$ cat src/rtl/evt_timer_pkg.sv
package evt_timer_pkg;
  localparam int ADDR_W   = 10;
  localparam int DATA_W   = 32;
  localparam int CNT_W    = 64;
  localparam int ROUTE_W  = 5;
  localparam int NLINES   = 1 << ROUTE_W;
  localparam int ROUTE_LO = 9;

  // global word addresses (byte address >> 2)
  localparam logic [7:0] WA_CAP_LO  = 8'h00;
  localparam logic [7:0] WA_CAP_HI  = 8'h01;
  localparam logic [7:0] WA_GCFG    = 8'h04;
  localparam logic [7:0] WA_STAT    = 8'h08;
  localparam logic [7:0] WA_CNT_LO  = 8'h3C;
  localparam logic [7:0] WA_CNT_HI  = 8'h3D;

  localparam logic [9:0] CH_BASE    = 10'h100;

  // word offsets inside a channel window
  localparam logic [2:0] CW_CFG_LO  = 3'd0;
  localparam logic [2:0] CW_CFG_HI  = 3'd1;
  localparam logic [2:0] CW_CMP_LO  = 3'd2;
  localparam logic [2:0] CW_CMP_HI  = 3'd3;

  localparam logic [31:0] CH_WMASK   = 32'h0000_3E4E;
  localparam logic [31:0] CH_CFG_RST = 32'h0000_0030;
  localparam int          CH_EN_BIT  = 2;
endpackage

$ cat src/rtl/evt_main_counter.sv
module evt_main_counter #(
  parameter int CNT_W  = 64,
  parameter int HALF_W = 32
) (
  input  logic              clk,
  input  logic              rst,
  input  logic              run,
  input  logic              tick_en,
  input  logic              wr_lo,
  input  logic              wr_hi,
  input  logic [HALF_W-1:0] wdata,
  output logic [CNT_W-1:0]  cnt_o
);
  logic [CNT_W-1:0] cnt_q;

  always_ff @(posedge clk) begin
    if (rst) begin
      cnt_q <= '0;
    end else if (wr_lo) begin
      cnt_q[HALF_W-1:0] <= wdata;
    end else if (wr_hi) begin
      cnt_q[CNT_W-1:HALF_W] <= wdata[CNT_W-HALF_W-1:0];
    end else if (run && tick_en) begin
      cnt_q <= cnt_q + 1'b1;
    end
  end

  assign cnt_o = cnt_q;

  a_r5_step: assert property (@(posedge clk) disable iff (rst)
    (run && tick_en && !wr_lo && !wr_hi) |=> cnt_q == $past(cnt_q) + 1'b1);
  a_r5_hold: assert property (@(posedge clk) disable iff (rst)
    (!run && !wr_lo && !wr_hi) |=> $stable(cnt_q));
  a_r6_low_half: assert property (@(posedge clk) disable iff (rst)
    wr_lo |=> (cnt_q[HALF_W-1:0] == $past(wdata)) &&
              (cnt_q[CNT_W-1:HALF_W] == $past(cnt_q[CNT_W-1:HALF_W])));
  a_r6_high_half: assert property (@(posedge clk) disable iff (rst)
    (wr_hi && !wr_lo) |=> cnt_q[HALF_W-1:0] == $past(cnt_q[HALF_W-1:0]));
endmodule

$ cat src/rtl/evt_chan_regs.sv
module evt_chan_regs
  import evt_timer_pkg::*;
#(
  parameter logic [31:0] LINE_CAP = 32'h0000_0C20
) (
  input  logic              clk,
  input  logic              rst,
  input  logic              wr_cfg,
  input  logic              wr_cmp_lo,
  input  logic              wr_cmp_hi,
  input  logic [DATA_W-1:0] wdata,
  output logic [DATA_W-1:0] cfg_o,
  output logic [DATA_W-1:0] cfg_hi_o,
  output logic [CNT_W-1:0]  cmp_o
);
  logic [DATA_W-1:0] cfg_q;
  logic [CNT_W-1:0]  cmp_q;

  always_ff @(posedge clk) begin
    if (rst) begin
      cfg_q <= CH_CFG_RST;
      cmp_q <= '1;
    end else begin
      if (wr_cfg)    cfg_q <= (cfg_q & ~CH_WMASK) | (wdata & CH_WMASK);
      if (wr_cmp_lo) cmp_q[DATA_W-1:0] <= wdata;
      if (wr_cmp_hi) cmp_q[CNT_W-1:DATA_W] <= wdata;
    end
  end

  assign cfg_o    = cfg_q;
  assign cfg_hi_o = LINE_CAP;
  assign cmp_o    = cmp_q;

  a_r3_masked_write: assert property (@(posedge clk) disable iff (rst)
    wr_cfg |=> ((cfg_q & CH_WMASK) == ($past(wdata) & CH_WMASK)) &&
               ((cfg_q & ~CH_WMASK) == ($past(cfg_q) & ~CH_WMASK)));
  a_r3_cfg_stable: assert property (@(posedge clk) disable iff (rst)
    !wr_cfg |=> $stable(cfg_q));
  a_r7_cmp_stable: assert property (@(posedge clk) disable iff (rst)
    (!wr_cmp_lo && !wr_cmp_hi) |=> $stable(cmp_q));
endmodule

$ cat src/rtl/evt_irq_router.sv
module evt_irq_router
  import evt_timer_pkg::*;
#(
  parameter int NCH = 3
) (
  input  logic                    clk,
  input  logic                    rst,
  input  logic                    run,
  input  logic                    legacy,
  input  logic [NCH-1:0]          fire,
  input  logic [NCH-1:0]          ch_en,
  input  logic [NCH*ROUTE_W-1:0]  route,
  output logic [NLINES-1:0]       irq_o
);
  localparam logic [ROUTE_W-1:0] LEG_LINE0 = ROUTE_W'(0);
  localparam logic [ROUTE_W-1:0] LEG_LINE1 = ROUTE_W'(8);

  logic [ROUTE_W-1:0] line [NCH];
  logic [NLINES-1:0]  irq_d;
  logic [NLINES-1:0]  irq_q;

  for (genvar n = 0; n < NCH; n++) begin : g_line
    if (n == 0) begin : g_leg0
      assign line[n] = legacy ? LEG_LINE0 : route[n*ROUTE_W +: ROUTE_W];
    end else if (n == 1) begin : g_leg1
      assign line[n] = legacy ? LEG_LINE1 : route[n*ROUTE_W +: ROUTE_W];
    end else begin : g_plain
      assign line[n] = route[n*ROUTE_W +: ROUTE_W];
    end
  end

  always_comb begin
    irq_d = '0;
    for (int n = 0; n < NCH; n++) begin
      if (run && fire[n] && ch_en[n]) irq_d[line[n]] = 1'b1;
    end
  end

  always_ff @(posedge clk) begin
    if (rst) irq_q <= '0;
    else     irq_q <= irq_d;
  end

  assign irq_o = irq_q;

  a_r8_quiet_when_halted: assert property (@(posedge clk) disable iff (rst)
    !run |=> irq_q == '0);
  a_r8_bounded_lines: assert property (@(posedge clk) disable iff (rst)
    $countones(irq_q) <= NCH);
  a_r9_legacy_line0: assert property (@(posedge clk) disable iff (rst)
    (legacy && run && fire[0] && ch_en[0]) |=> irq_q[0]);
  a_r9_legacy_line8: assert property (@(posedge clk) disable iff (rst)
    (legacy && run && fire[1] && ch_en[1]) |=> irq_q[8]);
endmodule

$ cat src/rtl/evt_timer_regs.sv
module evt_timer_regs
  import evt_timer_pkg::*;
#(
  parameter int             NCH       = 3,
  parameter logic [31:0]    PERIOD_FS = 32'h0098_9680,
  parameter logic [15:0]    VENDOR_ID = 16'h8086,
  parameter logic [31:0]    LINE_CAP  = 32'h0000_0C20
) (
  input  logic                  clk,
  input  logic                  rst,
  input  logic                  tick_en,
  input  logic [ADDR_W-1:0]     bus_addr,
  input  logic                  bus_wr,
  input  logic                  bus_rd,
  input  logic [DATA_W-1:0]     bus_wdata,
  output logic [DATA_W-1:0]     bus_rdata,
  input  logic [NCH-1:0]        chan_fire,
  output logic [CNT_W-1:0]      cnt_o,
  output logic                  run_o,
  output logic [NCH*DATA_W-1:0] chan_cfg_o,
  output logic [NCH*CNT_W-1:0]  chan_cmp_o,
  output logic [NCH-1:0]        arm_o,
  output logic [NLINES-1:0]     irq_o
);
  localparam int          IDX_W  = ADDR_W - 5;
  localparam logic [31:0] CAP_LO = {VENDOR_ID, 1'b1, 1'b0, 1'b1, 5'(NCH - 1), 8'h01};

  // address decode
  logic [ADDR_W-1:0] rel;
  logic              in_ch;
  logic [IDX_W-1:0]  ch_idx;
  logic [2:0]        ch_word;
  logic              ch_word_ok;
  logic [7:0]        gword;

  assign rel        = bus_addr - CH_BASE;
  assign in_ch      = bus_addr[ADDR_W-1:8] != '0;
  assign ch_idx     = rel[ADDR_W-1:5];
  assign ch_word    = rel[4:2];
  assign ch_word_ok = rel[4] == 1'b0;
  assign gword      = bus_addr[ADDR_W-1:2];

  logic wr_gcfg, wr_cnt_lo, wr_cnt_hi;
  assign wr_gcfg   = bus_wr && !in_ch && gword == WA_GCFG;
  assign wr_cnt_lo = bus_wr && !in_ch && gword == WA_CNT_LO;
  assign wr_cnt_hi = bus_wr && !in_ch && gword == WA_CNT_HI;

  // global configuration
  logic run_q, leg_q;
  always_ff @(posedge clk) begin
    if (rst) begin
      run_q <= 1'b0;
      leg_q <= 1'b0;
    end else if (wr_gcfg) begin
      run_q <= bus_wdata[0];
      leg_q <= bus_wdata[1];
    end
  end
  assign run_o = run_q;

  evt_main_counter #(.CNT_W(CNT_W), .HALF_W(DATA_W)) u_cnt (
    .clk     (clk),
    .rst     (rst),
    .run     (run_q),
    .tick_en (tick_en),
    .wr_lo   (wr_cnt_lo),
    .wr_hi   (wr_cnt_hi),
    .wdata   (bus_wdata),
    .cnt_o   (cnt_o)
  );

  // channel register sets
  logic [DATA_W-1:0]      cfg_w    [NCH];
  logic [DATA_W-1:0]      cfg_hi_w [NCH];
  logic [CNT_W-1:0]       cmp_w    [NCH];
  logic [NCH-1:0]         ch_en;
  logic [NCH*ROUTE_W-1:0] route;
  logic [NCH-1:0]         cmp_wr;
  logic [NCH-1:0]         arm_d;
  logic [NCH-1:0]         arm_q;

  for (genvar n = 0; n < NCH; n++) begin : g_ch
    logic hit;
    assign hit = bus_wr && in_ch && ch_idx == IDX_W'(n);

    evt_chan_regs #(.LINE_CAP(LINE_CAP)) u_regs (
      .clk       (clk),
      .rst       (rst),
      .wr_cfg    (hit && ch_word == CW_CFG_LO),
      .wr_cmp_lo (hit && ch_word == CW_CMP_LO),
      .wr_cmp_hi (hit && ch_word == CW_CMP_HI),
      .wdata     (bus_wdata),
      .cfg_o     (cfg_w[n]),
      .cfg_hi_o  (cfg_hi_w[n]),
      .cmp_o     (cmp_w[n])
    );

    assign cmp_wr[n] = hit && (ch_word == CW_CMP_LO || ch_word == CW_CMP_HI);
    assign ch_en[n]  = cfg_w[n][CH_EN_BIT];
    assign route[n*ROUTE_W +: ROUTE_W] = cfg_w[n][ROUTE_LO +: ROUTE_W];
    assign chan_cfg_o[n*DATA_W +: DATA_W] = cfg_w[n];
    assign chan_cmp_o[n*CNT_W +: CNT_W]   = cmp_w[n];
    assign arm_d[n] = (wr_gcfg && bus_wdata[0] && !run_q && cmp_w[n] != '1) ||
                      (cmp_wr[n] && run_q);
  end

  always_ff @(posedge clk) begin
    if (rst) arm_q <= '0;
    else     arm_q <= arm_d;
  end
  assign arm_o = arm_q;

  evt_irq_router #(.NCH(NCH)) u_route (
    .clk    (clk),
    .rst    (rst),
    .run    (run_q),
    .legacy (leg_q),
    .fire   (chan_fire),
    .ch_en  (ch_en),
    .route  (route),
    .irq_o  (irq_o)
  );

  // read path
  logic [DATA_W-1:0] rd_mux;
  logic [DATA_W-1:0] rdata_q;

  always_comb begin
    rd_mux = '0;
    if (in_ch) begin
      for (int n = 0; n < NCH; n++) begin
        if (ch_idx == IDX_W'(n) && ch_word_ok) begin
          case (ch_word)
            CW_CFG_LO: rd_mux = cfg_w[n];
            CW_CFG_HI: rd_mux = cfg_hi_w[n];
            CW_CMP_LO: rd_mux = cmp_w[n][DATA_W-1:0];
            CW_CMP_HI: rd_mux = cmp_w[n][CNT_W-1:DATA_W];
            default:   rd_mux = '0;
          endcase
        end
      end
    end else begin
      case (gword)
        WA_CAP_LO: rd_mux = CAP_LO;
        WA_CAP_HI: rd_mux = PERIOD_FS;
        WA_GCFG:   rd_mux = {30'd0, leg_q, run_q};
        WA_STAT:   rd_mux = '0;
        WA_CNT_LO: rd_mux = cnt_o[DATA_W-1:0];
        WA_CNT_HI: rd_mux = cnt_o[CNT_W-1:DATA_W];
        default:   rd_mux = '0;
      endcase
    end
  end

  always_ff @(posedge clk) begin
    if (rst)         rdata_q <= '0;
    else if (bus_rd) rdata_q <= rd_mux;
  end
  assign bus_rdata = rdata_q;

  a_r7_arm_only_running: assert property (@(posedge clk) disable iff (rst)
    (arm_q != '0) |-> run_q);
  a_r10_far_channel_zero: assert property (@(posedge clk) disable iff (rst)
    (bus_rd && in_ch && ch_idx >= IDX_W'(NCH)) |=> bus_rdata == '0);
  a_r2_gcfg_readback: assert property (@(posedge clk) disable iff (rst)
    (bus_rd && !in_ch && gword == WA_GCFG) |=> bus_rdata[DATA_W-1:2] == '0);
endmodule

$ cat config.mk
export PLATFORM = sky130hd
export DESIGN_NAME = evt_timer_regs
export DESIGN_NICKNAME = d
export VERILOG_FILES = /design/src/rtl/evt_timer_pkg.sv /design/src/rtl/evt_main_counter.sv /design/src/rtl/evt_chan_regs.sv /design/src/rtl/evt_irq_router.sv /design/src/rtl/evt_timer_regs.sv
export SDC_FILE = /design/constraint.sdc
export NUM_CORES = 1
export LEC_CHECK = 0
export BUFFER_PORTS_ARGS = -buffer_cell sky130_fd_sc_hd__buf_2
export CORE_ASPECT_RATIO = 0.7
export CORE_MARGIN = 2
export CORE_UTILIZATION = 50
export DETAILED_ROUTE_END_ITERATION = 8
export PLACE_DENSITY = 0.85
export RECOVER_POWER = 100
export SLEW_MARGIN = 5
export SYNTH_ARGS = -nofsm -noshare
export SYNTH_HDL_FRONTEND = slang
export SYNTH_HIERARCHICAL = 1
export SYNTH_SLANG_ARGS = --single-unit
$ cat constraint.sdc
create_clock -name clk -period 6.18 [get_ports clk]
set_clock_uncertainty 0.15 [all_clocks]
set_input_delay 0.309 -clock clk [delete_from_list [all_inputs] [get_ports clk]]
set_output_delay 0.309 -clock clk [all_outputs]
set_load 0.03 [all_outputs]
[Word level (Yosys, flattened, before mapping)]
Index checks and enable logic that the tools add are counted.
Storage, ports and cells
  register bits: 421
  input bits: 50
  output and inout bits: 420
  word-level logic and storage cells: 122
Operators by class
  $add $sub $neg: 2
  $lt $le $gt $ge: 6
  equal/unequal tests: 13
  multiplexer cells: 23
  bitwise operators: 7
  reduce and logical (&&, ||, !) cells: 55
Operators by type and width (count)
  32-bit case mux with 4 select lines: 3
  32-bit 2-to-1 mux: 10
  64-bit != test, second input constant: 3
  32-bit case mux with 5 select lines: 1
  32-bit by 14-bit OR with 32-bit output: 3
  64-bit by 1-bit adder with 64-bit output, second input constant: 1
  64-bit 2-to-1 mux: 1
  32-bit OR: 2
  1-bit logical AND: 41
  5-bit by 6-bit < comparator with 1-bit output, second input constant: 3
  8-bit by 6-bit equality test with 1-bit output, second input constant: 2
  1-bit demux with 5-bit select: 3
  5-bit by 1-bit greater-or-equal comparator with 1-bit output, second input constant: 3
  5-bit 2-to-1 mux: 2
  10-bit by 9-bit subtractor with 10-bit output, second input constant: 1
  8-bit by 1-bit equality test with 1-bit output, second input constant: 1
  8-bit by 3-bit equality test with 1-bit output, second input constant: 1
  8-bit zero test: 1
  3-bit by 2-bit equality test with 1-bit output, second input constant: 2
  2-bit nonzero test: 3
  5-bit by 1-bit equality test with 1-bit output, second input constant: 1
  5-bit by 2-bit equality test with 1-bit output, second input constant: 1
  5-bit zero test: 1
  1-bit logical OR: 4
  other kinds (7): 12

[Depth between registers and ports, before layout]
Gate-level depths: netlist (run 1).
  depth in word-level cells: 10
  depth in mapped cells: 13
  gate-level depth less buffers: 10

[By module]
Netlist (run 1), hierarchy kept.
By module, submodules not included
  evt_chan_regs: instances 3, cells an instance 299, area each 3140.5 um^2, sequential area each 1461.4 um^2
  evt_timer_regs: instances 1, cells an instance 636, area each 5267.6 um^2, sequential area each 740.7 um^2
  evt_main_counter: instances 1, cells an instance 572, area each 4341.7 um^2, sequential area each 1281.2 um^2
  evt_irq_router: instances 1, cells an instance 182, area each 1795.5 um^2, sequential area each 640.6 um^2

[Worst setup path after synthesis (run 1)]
Ideal clock, no wire load.
  path type: input-to-reg
  start point: input port bus_addr[8]
  end point: register u_cnt.cnt_q[59] (netlist: u_cnt/cnt_o[59])
  setup time: 0.074 ns
  arrival: 2.894 ns
  data required time: 5.956 ns
  path slack: 3.062 ns
  cell stages on the path: 12
  buffers on the path: 2
  cell sequence: inv_1 ha_1 nand3_1 nor3_1 clkbuf_1 and3_1 a21oi_1 or2_2 clkbuf_1 or3_1 or4_1 a31oi_1
Between the ends
  longest elaborated chain between the ends: 6
  elaborated cells between the ends (all ways): 11
  those cells by class: eq/ne: 2; mux: 1; bitwise: 1; reduce/logical: 7
Ends and longest elaborated chain
  start, declared: line evt_timer_regs.sv:12  | input logic [ADDR_W-1:0] bus_addr,
  2-bit nonzero test: line evt_timer_regs.sv:37  | assign in_ch = bus_addr[ADDR_W-1:8] != '0;
  1-bit zero test: line evt_timer_regs.sv:46  | assign wr_cnt_hi = bus_wr && !in_ch && gword == WA_CNT_HI;
  1-bit logical AND: line evt_timer_regs.sv:46
  1-bit logical AND *: line evt_timer_regs.sv:46
  via wr_cnt_hi: line evt_timer_regs.sv:43  | logic wr_gcfg, wr_cnt_lo, wr_cnt_hi;
  2-bit nonzero test (no source line)
  2-bit AND reduction (no source line)
  end signal, assigned by index: line evt_main_counter.sv:20  | cnt_q[HALF_W-1:0] <= wdata;
  end signal, assigned by index: line evt_main_counter.sv:22  | cnt_q[CNT_W-1:HALF_W] <= wdata[CNT_W-HALF_W-1:0];
  end signal, assigned: line evt_main_counter.sv:24  | cnt_q <= cnt_q + 1'b1;
  end, declared: line evt_main_counter.sv:14  | logic [CNT_W-1:0] cnt_q;
The timed path passes the listed nets; every way through them passes the cells marked *.
A chain may end at the register's enable or synchronous reset.

[Final worst setup path (run 1)]
  start point: input port bus_addr[8]
  end point: register g_ch[1].u_regs.cmp_q[52]
Between the ends
  longest elaborated chain between the ends: 4
  elaborated cells between the ends (all ways): 6
  those cells by class: add/sub: 1; eq/ne: 1; reduce/logical: 4
Ends and longest elaborated chain
  10-bit by 9-bit subtractor with 10-bit output or 2-bit nonzero test (tied branches): line evt_timer_regs.sv:36, evt_timer_regs.sv:37
  5-bit by 1-bit equality test with 1-bit output or 1-bit logical AND (tied branches): line evt_timer_regs.sv:84  | assign hit = bus_wr && in_ch && ch_idx == IDX_W'(n);
  1-bit logical AND *: line evt_timer_regs.sv:84
  1-bit logical AND *: line evt_timer_regs.sv:91  | .wr_cmp_hi (hit && ch_word == CW_CMP_HI),
  end signal, assigned by index: line evt_chan_regs.sv:25  | if (wr_cmp_lo) cmp_q[DATA_W-1:0] <= wdata;
  end signal, assigned by index: line evt_chan_regs.sv:26  | if (wr_cmp_hi) cmp_q[CNT_W-1:DATA_W] <= wdata;
  end, declared: line evt_chan_regs.sv:17  | logic [CNT_W-1:0] cmp_q;
Every way passes the cells marked *; elsewhere a longest branch is shown, timed or not.

==> results_dict.tcl, run 1 <==
set metrics [dict create \
    status "finished with violations" \
    violations "capacitance limit, slew limit" \
    cts_buffers 37 \
    fmax_mhz 192 \
    ys_seq_area_share_pct 33.8 \
    powerDensity_mw_per_mm2 229 \
    clkPwrFrac_pct 46.2 \
    dpl_cell_area_mm2 0.0221 \
    area_growth_syn_to_layout_pct 9.71 \
    portBuffers 398 \
    ff2ff_setup_slack_ps 1970 \
    drc 0 \
    ys_ff_latch 352 \
    synth_area_mm2 0.0208 \
    setup_viol 0 \
    period_minus_slack_ps 5200 \
    finalCritPeriodShare_pct 84.1 \
    crit_path_end_kind "flop" \
    hold_path_depth 3 \
    clkTransAtPathRegs_ps 70 \
    start_util_pct 50.8 \
    yosys_warnings 6 \
    clk_latency_ps 550 \
    finalWirelength_mm 88.4 \
    max_slew_margin_pct -126 \
    grt_usage_pct 39.2 \
    root_buffer "clkbuf_16" \
    synth.most_common_cell "dfxtp_1" \
    cp-start-kind "primary input" \
    tns_ps 0 \
    post_cts_buffers 0 \
    power.internal_w 0.00383 \
    pre_cts_ws_ps 1530 \
    worstPathRequired_ps 6460 \
    initialDrtViolationCount 3232 \
    synth_top_area_share_pct 33.8 \
    coreArea_mm2 0.0410 \
    grt.overflow.total 0 \
    worstMarginPinSlew_ps 3380 \
    via_per_inst 6.69 \
    drt.antenna.violating_nets 0 \
    hpwl_mm 63.4 \
    critPathArrivalTime_ps 5470 \
    clockBufferDepth 3 \
    synth.avg_cell_area_um2 9.11 \
    cts_resized 0 \
    p_sw_share_pct 26.9 \
    hold_end "u_cnt/cnt_o[29]$_SDFFE_PP0P_" \
    drv_cap 9 \
    wl_per_cell_um 28.2 \
    drive_gt1_share_pct 9.09 \
    yosys.area.top_type "dfxtp_1" \
    final_hold_viol_count 0 \
    dr.pass1.iters 9 \
    first_global_vias 18900 \
    synthDistinctLibCells 95 \
    io_pins 470 \
    critPathKind "in -> reg" \
    layout_setup_ws_ps 984 \
    ys_async_sr_fraction_pct 0 \
    r2r-start "run_o$_SDFFE_PP0N_" \
    final_nets 2610 \
    rsz0062_at_grt "no" \
    grt_max_degree 112 \
    cts_tree "done" \
    core.rowCount 62 \
    gp_congestion 0.975 \
    place_inst 3059 \
    die_h_um 175 \
    fill_cells 3909 \
    vias 21000 \
    numClockSinks 352 \
    cts_hold_buf 4 \
    ys.flop_type "dfxtp_1" \
    grt_pass1_wl_mm 127 \
    hp-class "in -> reg" \
    netlist_instances 2287 \
    synth_edf_count 0 \
    antenna_found_initial 11 \
    slew_violations 431 \
    reg2regPathDepth 6 \
    synthTopCellsByArea "dfxtp_1 (34%), a211o_1 (8.1%), buf_4 (6.1%)" \
    p_leak_nw 7.82 \
    switching_power_w 0.00141 \
    htree_levels 2 \
    postLayoutCoreUtil_pct 55.7 \
    hp-start "bus_wdata[29]" \
    comb_power_share_pct 9.6 \
    pwr-share-seq_pct 44.3 \
    cp_max_fo 64 \
    ir_worst_vdd_v 0.000170 \
    die_w_um 248 \
    stdcell_area_mm2 0.0228 \
    synthTopCellsByCount "dfxtp_1 (352), nor2b_1 (203), a211o_1 (192), buf_4 (170), nand3_1 (126)" \
    final_cells 3138 \
    dieArea_mm2 0.0433 \
    reg2reg_to "u_cnt/cnt_o[59]$_SDFFE_PP0P_" \
]
[layout by cell type (no fill, tap or decap), types with 85 or more instances in the layout]
cell / n
nor2_1: 109
clkbuf_1: 369
dfxtp_1: 352
nand4_1: 85
conb_1: 165
nand2_1: 100
a22oi_1: 116
a211o_1: 192
nor2b_1: 202
nand3_1: 126
[flip-flops by register name, summed over array words and instances (netlist names)]
| signal | cells |
|---|---|
| u_cnt/cnt_o | 64 |
| g_ch.u_regs/cmp_o | 192 |
| u_route/irq_o | 32 |
| bus_rdata | 32 |
| leg_q | 1 |
| run_o | 1 |
| g_ch.u_regs/cfg_o | 27 |
| arm_o | 3 |
[per-stage QoR]
stage	hold slack, ps	total power, W
CTS	0.526	0.00523
floorplan	277	0.00276
finish	7.95	0.00524
global route	27.4	0.00536
detailed placement	344	0.00284
global placement	340	0.00284
[per-layer routing]
metal | track usage [%] | share of wire (%) | routed length [um] | up-vias
met5 | 0 | 0.022 | 19 | -
met4 | 18.8 | 5.9 | 5180 | 2
met3 | 10.9 | 14 | 12000 | 269
met2 | 57.8 | 42 | 37400 | 1690
met1 | 52.8 | 38 | 33700 | 10200
li1 | - | - | - | 8879
[power groups by stage]
| stage | registers (W) | clock network [W] | logic, W |
|---|---|---|---|
| after floorplan | 0.00240 | 0 | 0.000359 |
| after global placement | 0.00237 | 0 | 0.000469 |
| after detailed placement | 0.00237 | 0 | 0.000474 |
| after CTS | 0.00232 | 0.00243 | 0.000477 |
| after global routing | 0.00232 | 0.00252 | 0.000521 |
| final | 0.00232 | 0.00242 | 0.000501 |
[worst max-delay path, cell delays in order]
cell and delay (ps):
clkbuf_1 100, inv_1 50, ha_1 330, nor4bb_1 370, clkbuf_1 1960, nand4b_1 640
nor2_4 200, clkbuf_2 990, nor2b_1 150, a211o_1 300
[logic make-up (layout without fill, tap and decap cells)]
| family | count (synthesis) | in the layout | synth area share, % |
|---|---|---|---|
| multiplexers | 93 | 93 | 7.62 |
| adder cells (fa/ha/maj) | 2 | 2 | 0.120 |
| XOR/XNOR | 25 | 25 | 1.05 |
| flip-flops | 352 | 352 | 33.8 |
| AND/OR/NAND/NOR | 833 | 833 | 23.2 |
| other | 6 | 175 | 0.108 |
| buffers and inverters | 374 | 512 | 11.6 |
| AO/OA/AOI/OAI | 602 | 602 | 22.5 |
[how the worst max path moves through the flow]
stage                 from                               endpoint  slack [ps]  cells past startpoint
2_1_floorplan  bus_addr[8]           u_cnt/cnt_o[59]$_SDFFE_PP0P_        3060                     12
3_3_place_gp   bus_addr[8]           u_cnt/cnt_o[35]$_SDFFE_PP0P_        1610                     13
3_5_place_dp   bus_addr[8]           u_cnt/cnt_o[35]$_SDFFE_PP0P_        1530                     13
4_1_cts        bus_addr[8]           u_cnt/cnt_o[35]$_SDFFE_PP0P_        2100                     13
5_1_grt        bus_addr[2]             bus_rdata[12]$_SDFFE_PP0P_         870                      7
6_report       bus_addr[8]  g_ch[1].u_regs/cmp_o[52]$_SDFFE_PP1P_         980                     10
[area by class of cell]
| class | instances | area [um^2] | area share [%] |
|---|---|---|---|
| timing repair buffer | 434 | 1800 | 7.88 |
| clock buffer | 49 | 1050 | 4.61 |
| clock inverter | 16 | 226 | 0.991 |
| sequential | 352 | 7050 | 30.8 |
| inverter | 13 | 48.8 | 0.214 |
| antenna | 10 | 25.0 | 0.110 |
| tap | 544 | 681 | 2.98 |
| multi-input combinational | 1720 | 12000 | 52.4 |
No activity file was read; power rests on OpenSTA's default activity.
==> run 2, diff against run 1 <==
- ABC_AREA: not set -> 1
- PLACE_DENSITY: 0.85 -> 0.83
- clock period: 6.18 -> 4.9 ns (I/O delays scaled with it)
==> run 2 against run 1 <==
Against the previous run:
- the flow still finishes with violations (capacitance limit, slew limit)
- critical path type unchanged
- via count increased by 27%
- sequential power increased by 25%
- highest routed layer is now met4
- power increased by 24%
==> results_dict.tcl, run 2 <==
set metrics [dict create \
    status "finished with violations" \
    violations "capacitance limit, slew limit" \
    tns_ps 0 \
    first_global_vias 23100 \
    ys_async_sr_fraction_pct 0 \
    period_minus_slack_ps 3710 \
    fill_cells 4848 \
    stdcell_area_mm2 0.0259 \
    wl_per_cell_um 19.6 \
    p_leak_nw 13.6 \
    initialDrtViolationCount 3778 \
    netlist_instances 3942 \
    layout_common_cells "nand2_1 (1,318), nor2_1 (572), nand3_1 (455), clkbuf_1 (370), inv_1 (353)" \
    p_sw_share_pct 27.4 \
    io_pins 470 \
    reg2reg_to "u_cnt/cnt_o[14]$_SDFFE_PP0P_" \
    ys_ff_latch 352 \
    crit_chain "buf_2, inv_1, ha_1, buf_4, inv_1, nor2_1, nand2_1, nor4_1, clkbuf_1, nor2_1, inv_1, nor2_1, o21ai_0, a31oi_1" \
    htree_levels 2 \
    cp_max_fo 36 \
    dr.pass1.iters 8 \
    pwr-share-seq_pct 44.4 \
    final_hold_viol_count 0 \
    startpoint "bus_addr[9]" \
    finalCritPeriodShare_pct 75.7 \
    ys_seq_area_share_pct 29.6 \
    drv_cap 3 \
    grt_usage_pct 37.0 \
    finalWirelength_mm 95.6 \
    place_inst 4787 \
    area_growth_syn_to_layout_pct 8.50 \
    fmax_mhz 270 \
    grt_max_degree 97 \
    drive_gt1_share_pct 7.35 \
    coreArea_mm2 0.0467 \
    hpwl_mm 68.8 \
    power.internal_w 0.00473 \
    critPathKind "in -> reg" \
    grt.overflow.total 0 \
    powerDensity_mw_per_mm2 252 \
    antenna_found_initial 3 \
    via_per_inst 5.47 \
    clkPwrFrac_pct 45.6 \
    switching_power_w 0.00178 \
    gp_congestion 1.05 \
    cts_resized 0 \
    core.rowCount 66 \
    yosys.area.top_type "dfxtp_1" \
    r2r-start "run_o$_SDFFE_PP0N_" \
    final_cells 4885 \
    postLayoutCoreUtil_pct 55.3 \
    synth_area_mm2 0.0238 \
    dpl_cell_area_mm2 0.0250 \
    ff2ff_setup_slack_ps 1850 \
    max_slew_margin_pct -15.7 \
    synth.most_common_cell "nand2_1" \
    synthTopCellsByArea "dfxtp_1 (30%), nand2_1 (20%), nand3_1 (9.2%)" \
    drt.antenna.violating_nets 0 \
    portBuffers 398 \
    die_h_um 187 \
    ys.flop_type "dfxtp_1" \
    hp-class "in -> reg" \
    synth_top_area_share_pct 29.6 \
    worstPathRequired_ps 5150 \
    crit_path_end_kind "flop" \
    drc 0 \
    synth.avg_cell_area_um2 6.05 \
    synthTopCellsByCount "nand2_1 (1,287), nor2_1 (574), nand3_1 (436), dfxtp_1 (352), inv_1 (351)" \
    numClockSinks 352 \
    dieArea_mm2 0.0495 \
    yosys_warnings 6 \
    die_w_um 265 \
    synthDistinctLibCells 41 \
    layout_commonest_cell "nand2_1" \
    synth_edf_count 0 \
    rsz0062_at_grt "no" \
    vias 26700 \
    reg2regPathDepth 8 \
    clockBufferDepth 3 \
    setup_viol 0 \
    critical_path.endpoint "u_cnt/cnt_o[4]$_SDFFE_PP0P_" \
    start_util_pct 51.0 \
    cts_tree "done" \
    worstMarginPinSlew_ps 1740 \
    largest_reg_flops 192 \
    post_cts_buffers 0 \
    critPathArrivalTime_ps 3960 \
    cp-start-kind "primary input" \
    cts_buffers 39 \
    root_buffer "clkbuf_16" \
    cts_hold_buf 26 \
    grt_pass1_wl_mm 142 \
    slowest_stage "clkbuf_1" \
    slowest_delay_ps 880 \
    ir_worst_vdd_v 0.000203 \
    slew_violations 133 \
    final_nets 4294 \
    clk_latency_ps 550 \
    comb_power_share_pct 9.9 \
    clkTransAtPathRegs_ps 70 \
]
## run 2: cell types whose count changed in the layout (fill, tap and decap cells not counted), sizes merged, moves of 71 or more
cell / previous run / this run
nand2: 101 / 1375
nor2: 113 / 626
nand3: 128 / 504
inv: 14 / 367
nor2b: 203 / 0
a211o: 192 / 0
a22oi: 116 / 1
a21oi: 43 / 114
## run 2: worst max-delay path, delay by kind of cell
| kind | cells | cell delay, ps |
|---|---|---|
| AO/OA/AOI/OAI | 2 | 210 |
| adder cells (fa/ha/maj) | 1 | 160 |
| buffers and inverters | 6 | 2050 |
| AND/OR/NAND/NOR | 5 | 1300 |
## run 2: layer usage
| metal | up-vias | track usage [%] | wire (um) |
|---|---|---|---|
| met2 | 1780 | 55.0 | 40200 |
| met5 | - | 0 | 0 |
| li1 | 12600 | - | - |
| met3 | 279 | 9.22 | 12200 |
| met4 | 0 | 18.8 | 5210 |
| met1 | 12100 | 49.6 | 38000 |
## run 2: how the worst min path moves through the flow
stage,slack [ps],start,depth (start not counted),endpoint
floorplan,160,rst,1,arm_o[0]$_SDFF_PP0_
global placement,310,g_ch[1].u_regs/cmp_o[13]$_SDFFE_PP1P_,2,g_ch[1].u_regs/cmp_o[13]$_SDFFE_PP1P_
detailed placement,310,g_ch[1].u_regs/cmp_o[53]$_SDFFE_PP1P_,2,g_ch[1].u_regs/cmp_o[53]$_SDFFE_PP1P_
CTS,0.09,bus_wdata[6],3,u_cnt/cnt_o[6]$_SDFFE_PP0P_
global route,20,bus_wdata[6],3,g_ch[2].u_regs/cmp_o[38]$_SDFFE_PP1P_
finish,10,bus_wdata[6],3,g_ch[2].u_regs/cmp_o[6]$_SDFFE_PP1P_
## run 2: area by class of cell
cell class	instances	area (um^2)	share of cell area (%)
multi-input combinational	3019	13300	51.5
sequential	352	7050	27.3
timing repair buffer	458	2060	7.95
inverter	372	1420	5.51
clock buffer	61	1150	4.44
tap	612	766	2.96
clock inverter	8	98.8	0.382
antenna	3	7.51	0.0290
## run 2: kinds of logic after synthesis
kind of cell    synth area share, %
compound gates                 5.19
xor+xnor                      0.625
fa+ha+maj                     0.105
buf+inv                        16.4
flops                          29.6
other cells                  0.0945
simple gates                   48.0
## run 2: per-stage QoR
step / power, W / setup slack [ps] / hold WS (ps)
detailed placement: 0.00356 / 1680 / 314
floorplan: 0.00347 / 2240 / 164
finish: 0.00651 / 1190 / 10.0
CTS: 0.00649 / 2230 / 0.0934
global route: 0.00669 / 1030 / 24.6
global placement: 0.00355 / 1700 / 310
## run 2: power by group through the flow
stage                     sequential, W  combinational [W]  clock [W]
after global routing            0.00289           0.000695    0.00310
after CTS                       0.00289           0.000619    0.00297
after detailed placement        0.00296           0.000601          0
after global placement          0.00296           0.000596          0
after floorplan                 0.00299           0.000481          0
final                           0.00289           0.000647    0.00297
